[src/rtl/shadow_route_pkg.sv]
package shadow_route_pkg;
  typedef struct packed {
    logic claim;       // address lies in the shadow window
    logic toInternal;  // route to on-board DRAM
  } routeStrobe_t;
endpackage

[src/rtl/shadow_route_ctrl.sv]
module shadow_route_ctrl
  import shadow_route_pkg::*;
#(
  parameter int AREA_COUNT  = 4,
  parameter int SEG_COUNT   = 4,
  parameter int CTRL_W      = 8,
  parameter int RD_BIT      = 4,
  parameter int WR_BIT      = 5,
  parameter int PAGE_W      = 6,
  parameter int AREA_IDX_W  = $clog2(AREA_COUNT),
  parameter int SEG_IDX_W   = $clog2(SEG_COUNT)
) (
  input  logic [AREA_COUNT*CTRL_W-1:0] areaCtrl,
  input  logic [PAGE_W-1:0]            pageAddr,
  input  logic                         isWrite,
  output routeStrobe_t                 strobe
);
  localparam int TAG_W = PAGE_W - AREA_IDX_W - SEG_IDX_W;

  logic [SEG_IDX_W-1:0]  segIdx;
  logic [AREA_IDX_W-1:0] areaIdx;
  logic                  inWindow;
  logic [AREA_COUNT-1:0] areaInt;
  logic [AREA_COUNT-1:0] unusedHigh;

  assign segIdx   = pageAddr[SEG_IDX_W-1:0];
  assign areaIdx  = pageAddr[SEG_IDX_W +: AREA_IDX_W];
  assign inWindow = &pageAddr[PAGE_W-1 -: TAG_W];

  for (genvar i = 0; i < AREA_COUNT; i++) begin : gArea
    logic [CTRL_W-1:0]    cfg;
    logic [SEG_COUNT-1:0] segBits;
    logic                 routeBit;
    assign cfg      = areaCtrl[i*CTRL_W +: CTRL_W];
    assign segBits  = cfg[SEG_COUNT-1:0];
    assign routeBit = isWrite ? cfg[WR_BIT] : cfg[RD_BIT];
    assign areaInt[i] = (areaIdx == AREA_IDX_W'(i)) && segBits[segIdx] && routeBit;
    if (CTRL_W > WR_BIT + 1) begin : gSpare
      assign unusedHigh[i] = ^cfg[CTRL_W-1:WR_BIT+1];
    end else begin : gNoSpare
      assign unusedHigh[i] = 1'b0;
    end
  end

  assign strobe.claim      = inWindow;
  assign strobe.toInternal = inWindow && (|areaInt);
endmodule

[src/rtl/shadow_route_regs.sv]
module shadow_route_regs
  import shadow_route_pkg::*;
#(
  parameter int CFG_W = 32
) (
  input  logic             clk,
  input  logic             rstN,
  input  routeStrobe_t     strobe,
  input  logic [CFG_W-1:0] areaCtrl,
  output logic             intSel,
  output logic             extSel,
  output logic             cfgChanged
);
  logic [CFG_W-1:0] prevCtrl;

  always_ff @(posedge clk) begin
    if (!rstN) begin
      intSel     <= 1'b0;
      extSel     <= 1'b0;
      cfgChanged <= 1'b0;
      prevCtrl   <= '0;
    end else begin
      intSel     <= strobe.claim && strobe.toInternal;
      extSel     <= strobe.claim && !strobe.toInternal;
      cfgChanged <= (areaCtrl != prevCtrl);
      prevCtrl   <= areaCtrl;
    end
  end
endmodule

[src/rtl/shadow_route_decoder.sv]
module shadow_route_decoder
  import shadow_route_pkg::*;
#(
  parameter int AREA_COUNT  = 4,
  parameter int SEG_COUNT   = 4,
  parameter int CTRL_W      = 8,
  parameter int RD_BIT      = 4,
  parameter int WR_BIT      = 5,
  parameter int ADDR_W      = 20,
  parameter int AREA_ADDR_W = 16
) (
  input  logic                         clk,
  input  logic                         rstN,
  input  logic [AREA_COUNT*CTRL_W-1:0] areaCtrl,
  input  logic [ADDR_W-1:0]            addr,
  input  logic                         isWrite,
  output logic                         intSel,
  output logic                         extSel,
  output logic                         cfgChanged
);
  localparam int SEG_IDX_W = $clog2(SEG_COUNT);
  localparam int SEG_LSB   = AREA_ADDR_W - SEG_IDX_W;
  localparam int PAGE_W    = ADDR_W - SEG_LSB;

  routeStrobe_t strobe;
  logic         unusedOffset;

  assign unusedOffset = ^addr[SEG_LSB-1:0];

  shadow_route_ctrl #(
    .AREA_COUNT(AREA_COUNT), .SEG_COUNT(SEG_COUNT), .CTRL_W(CTRL_W),
    .RD_BIT(RD_BIT), .WR_BIT(WR_BIT), .PAGE_W(PAGE_W)
  ) uCtrl (
    .areaCtrl(areaCtrl),
    .pageAddr(addr[ADDR_W-1:SEG_LSB]),
    .isWrite (isWrite),
    .strobe  (strobe)
  );

  shadow_route_regs #(.CFG_W(AREA_COUNT*CTRL_W)) uRegs (
    .clk       (clk),
    .rstN      (rstN),
    .strobe    (strobe),
    .areaCtrl  (areaCtrl),
    .intSel    (intSel),
    .extSel    (extSel),
    .cfgChanged(cfgChanged)
  );
endmodule

[config.mk]
export PLATFORM = sky130hd
export DESIGN_NAME = shadow_route_decoder
export DESIGN_NICKNAME = d
export VERILOG_FILES = /design/src/rtl/shadow_route_pkg.sv /design/src/rtl/shadow_route_ctrl.sv /design/src/rtl/shadow_route_regs.sv /design/src/rtl/shadow_route_decoder.sv
export SDC_FILE = /design/constraint.sdc
export NUM_CORES = 1
export LEC_CHECK = 0
export CAP_MARGIN = 40
export CORE_ASPECT_RATIO = 0.7
export CORE_MARGIN = 1.5
export CORE_UTILIZATION = 40
export CTS_BUF_LIST = sky130_fd_sc_hd__clkbuf_2
export CTS_CLUSTER_DIAMETER = 30
export DETAILED_ROUTE_END_ITERATION = 10
export PLACE_DENSITY = 0.77
export REMOVE_ABC_BUFFERS = 1
export SLEW_MARGIN = 20
export SYNTH_ARGS = -nofsm -noshare
export SYNTH_HDL_FRONTEND = slang
export SYNTH_SLANG_ARGS = --single-unit
[constraint.sdc]
create_clock -name clk -period 1.3 [get_ports clk]
set_input_delay 0.325 -clock clk [delete_from_list [all_inputs] [get_ports clk]]
set_output_delay 0.325 -clock clk [all_outputs]
set_load 0.05 [all_outputs]
**After elaboration in Yosys (flattened, before gate mapping)**

Index checks and enable logic that the tools add are counted.

- Register bits: 35
- Word-level logic and storage cells: 36

- Reduce and logical (&&, ||, !) cells: 15
- Mux-type cells: 12
- Order comparisons: 1
- Equality and inequality tests: 4

Operators by type and width:

| kind | count |
|---|---|
| $ne A32 B32 Y1 | 1 |
| $logic_and A1 B1 Y1 | 11 |
| $bmux W1 S2 | 4 |
| $mux W1 | 8 |
| $eq A2 B2 Y1 const B | 2 |
| $reduce_or A4 Y1 | 1 |
| $lt A2 B3 Y1 const B | 1 |
| $eq A2 B1 Y1 const B | 1 |
| $logic_not A2 Y1 | 1 |
| $reduce_and A2 Y1 | 1 |
| $logic_not A1 Y1 | 1 |

**Logic depth before layout (Yosys ltp)**

- Word-level depth: 8
- Gate-level depth with buffers: 4

**Hierarchy**

From an unflattened synthesis, not the netlist that was laid out.

- Cells, all modules: 132
- Area, all modules: 1477.7 sq um

By module, submodules not included:

| module | area each (sq um) | cells each | instances |
|---|---|---|---|
| shadow_route_regs | 1277.5 | 116 | 1 |
| shadow_route_ctrl | 200.2 | 16 | 1 |

**Worst setup path after synthesis**

OpenSTA, ideal clock, no wires.

- Path type: input-to-reg
- Start point: in addr[14]
- End point: reg uRegs.extSel
- Buffers on the path: 0
- Arrival time: 1.207 ns
- Stages: 3
- Setup slack: 0.019 ns
- Cell sequence: mux4_1 a32o_1 o22ai_1

- Word-level cells in the longest chain between the ends: 8
- Elaborated cells between the ends (all ways): 20
- Classes of those cells: mux (8); reduce/logical (12)

Ends and longest elaborated chain:

| what | RTL line | text |
|---|---|---|
| from (decl) | shadow_route_decoder.sv:15 | `input logic [ADDR_W-1:0] addr,` |
| $bmux W1 S2 | shadow_route_ctrl.sv:37 | `assign areaInt[i] = (areaIdx == AREA_IDX_W'(i)) && segBits[segIdx] && routeBit;` |
| $mux W1 (not written as such) | shadow_route_ctrl.sv:37 |  |
| $logic_and A1 B1 Y1 (2 in series) | shadow_route_ctrl.sv:37 |  |
| $reduce_or A4 Y1 * | shadow_route_ctrl.sv:46 | `assign strobe.toInternal = inWindow && (\|areaInt);` |
| $logic_and A1 B1 Y1 * | shadow_route_ctrl.sv:46 |  |
| $logic_not A1 Y1 * | shadow_route_regs.sv:24 | `extSel <= strobe.claim && !strobe.toInternal;` |
| $logic_and A1 B1 Y1 * | shadow_route_regs.sv:24 |  |
| to (signal assigned) | shadow_route_regs.sv:24 |  |
| to (decl) | shadow_route_regs.sv:11 | `output logic extSel,` |

Every way passes the cells marked *; elsewhere a longest branch is shown, timed or not. The select of a mux whose other input is x is not followed.
A chain may end at the register's enable or synchronous reset.

**Worst setup path after layout**

- Start point: in areaCtrl[20]
- End point: reg uRegs.extSel

- Word-level cells in the longest chain between the ends: 6

Ends and longest elaborated chain:

| what | RTL line | text |
|---|---|---|
| from (decl) | shadow_route_decoder.sv:14 | `input logic [AREA_COUNT*CTRL_W-1:0] areaCtrl,` |
| $mux W1 | shadow_route_ctrl.sv:36 | `assign routeBit = isWrite ? cfg[WR_BIT] : cfg[RD_BIT];` |
| $logic_and A1 B1 Y1 | shadow_route_ctrl.sv:37 |  |
| $reduce_or A4 Y1 | shadow_route_ctrl.sv:46 |  |
| $logic_and A1 B1 Y1 | shadow_route_ctrl.sv:46 |  |
| $logic_not A1 Y1 | shadow_route_regs.sv:24 |  |
| $logic_and A1 B1 Y1 | shadow_route_regs.sv:24 |  |

Every way passes these cells.

==> metrics.yaml <==
outcome:
  status: "finished, violations left"
  violations: "setup timing"
sta:
  clock_skew_ps: 10.8
  max_slew_margin_pct: 81.3
  finalCriticalPeriod_ps: 1320
  setup_ws_ps: -15.4
  drv_slew: 0
  fmax_ghz: 0.760
  finalCritPeriodShare_pct: 101
  tightest_slew_ps: 279
  rsz0062_at_grt: "false"
  final-hold-violation-count: 0
  setup_viol: 1
placement:
  dp.cells: 238
  globalplace.congestion: 0.787
  portBuffers: 43
  dp_hpwl_um: 2810
  place_ws_ps: -706
critical_path:
  cp_slowest_cell: "clkdlybuf4s50_1"
  crit_type: "input pin to flop"
  arrival_ps: 1620
  crit_chain: "clkdlybuf4s50_1, buf_4, mux2_2, a32o_1, o22ai_1"
  start_kind: "input pin"
  cp-end-kind: "flop"
  rr_worst_depth: 4
  slowest_delay_ps: 450
  worstPathRequired_ps: 1600
  cp_max_fo: 2
synthesis:
  yosysWarnings: 0
  ys_seq_area_share_pct: 47.4
  ys_ff_latch: 35
  ys_types: 16
  syn_inst: 131
  synth_area_sq_um: 1480
  avgSynthCellArea_sq_um: 11.3
clocking:
  root_buffer: "clkbuf_2"
  htreeDepth: 2
  numClockSinks: 35
  numCtsBuffers: 5
  cts_tree: "yes"
  insertion_delay_ps: 360
  clkTransAtPathRegs_ps: 150
  cts_buffer_depth: 2
final_layout:
  diodes: 0
  layout_common_cells: "dfxtp_1, and2_1, xnor2_1"
  drive_gt1_share_pct: 18.6
  multiInputGateArea_sq_um: 776
  area_growth_pct: 44.2
  register_area_sq_um: 701
  fillerInstances: 315
  final_common_cell: "dfxtp_1"
  layout.nets: 250
  layoutNonFillerInstCount: 244
floorplan:
  coreArea_sq_um: 3540
  dieArea_sq_um: 4080
  die_x_um: 75.7
  io_pins: 58
  row_count: 18
  start_util_pct: 41.8
  die_y_um: 53.9
detailed_routing:
  drtAntennaViolNets: 0
  routedWlPerCell_um: 14.1
  num_vias: 1159
  routed_wl_um: 3450
  drcViolationCount: 0
  drt-initial-drc-count: 30
  drt-vias-per-instance: 4.75
  drt-pass1-iter-count: 4
hold_path:
  hold_class: "input pin to flop"
  hold-path-cell-count: 3
flow_run:
  drv_cap: 0
global_routing:
  grt_max_degree: 16
  track_usage_pct: 19.5
  grt_pass1_wl_um: 5420
  grt_overflow: 0
  antenna_found_initial: 0
  grt_pass1_vias: 1181
power:
  p_switching_w: 0.000517
  power.static_leakage_nw: 0.827
  power.density_nw_per_um2: 953
  switching_share_pct: 25.4
  power.share.clock_pct: 21.8
  power_frac_comb_pct: 21.2
  p_int_w: 0.00152
  seqPwrFrac_pct: 57.0
  vdd_ir_drop_max_uv: 546
## final cells by class
| type | instances | area share [%] |
|---|---|---|
| Multi-Input combinational cell | 93 | 36.4 |
| Sequential cell | 35 | 32.8 |
| Timing Repair Buffer | 60 | 26.5 |
| Tap cell | 50 | 2.93 |
| Clock buffer | 6 | 1.41 |
## worst max-delay path: cells and delay by family
family / cells / cell delay [ps]
buffers and inverters: 2 / 600
AOI/OAI and AO/OA: 2 / 420
muxes: 1 / 260
## synthesized netlist by cell type, drive strengths merged
library cell	count	share of area, %
dfxtp	35	47
mux2	2	1.5
a21boi	1	0.51
nor2	2	0.51
clkbuf	3	0.76
and2	32	14
nand4b	1	0.59
mux2i	2	1.4
mux4	4	6.9
nor4	2	0.85
a32o	2	1.4
nand4	9	3.8
o22ai	2	0.85
a32oi	2	1.2
xnor2	32	19
## power groups by stage
stage / combinational, W / clock, W / sequential (W)
6_report: 0.000430 / 0.000444 / 0.00116
5_1_grt: 0.000466 / 0.000499 / 0.00116
4_1_cts: 0.000429 / 0.000459 / 0.00116
3_5_place_dp: 0.000443 / 0 / 0.00118
3_3_place_gp: 0.000432 / 0 / 0.00118
2_1_floorplan: 0.000175 / 0 / 0.00119
## routing by layer
layer,share of wire (%),vias to the layer above,track usage [%]
met2,46,37,29.5
li1,-,575,-
met5,0,-,0
met3,6.8,7,6.18
met4,2.0,0,13.1
met1,46,540,23.8
## final timing paths
path                                         start                 end  slack (ps)
worst max-delay path                  areaCtrl[20]        uRegs.extSel         -20
worst min-delay path                  areaCtrl[21]  uRegs.prevCtrl[21]         330
worst max register to register   uRegs.prevCtrl[5]    uRegs.cfgChanged         130
worst min register to register  uRegs.prevCtrl[23]    uRegs.cfgChanged         750
## repair_timing
item | in CTS | in global routing
gates cloned | 0 | 0
hold buffers | 0 | 0
pin swaps | 2 | 1
resized for setup | 22 | 5
buffers inserted | 0 | 0
endpoints found under the setup margin | 3 | 3
## flip-flops by register name, indices dropped and copies added, names as in the netlist
register and cells:
uRegs.intSel 1, uRegs.cfgChanged 1, uRegs.prevCtrl 32, uRegs.extSel 1
## through the flow
step / hold WS [ps] / cell area, sq um / util (%) / total power [W] / TNS [ps]
after floorplan: 447 / 1470 / - / 0.00136 / 0
after global placement: 678 / 2120 / 59.9 / 0.00161 / -4310
after detailed placement: 697 / 2120 / 59.9 / 0.00163 / -4730
after CTS: 323 / 2120 / 59.8 / 0.00205 / 0
after global routing: 317 / 2130 / 60.3 / 0.00213 / 0
final: 334 / 2130 / 60.3 / 0.00203 / -15.4
## cell families (layout without fill, tap and decap cells)
| logic type | count (synthesis) | in the layout | share of synthesized area [%] |
|---|---|---|---|
| flops | 35 | 35 | 47.4 |
| buf+inv | 3 | 66 | 0.761 |
| xor+xnor | 32 | 32 | 19.0 |
| mux | 8 | 8 | 9.73 |
| compound gates | 7 | 7 | 3.89 |
| simple gates | 46 | 46 | 19.3 |
Note: power is estimated with default switching activity, not from simulation.
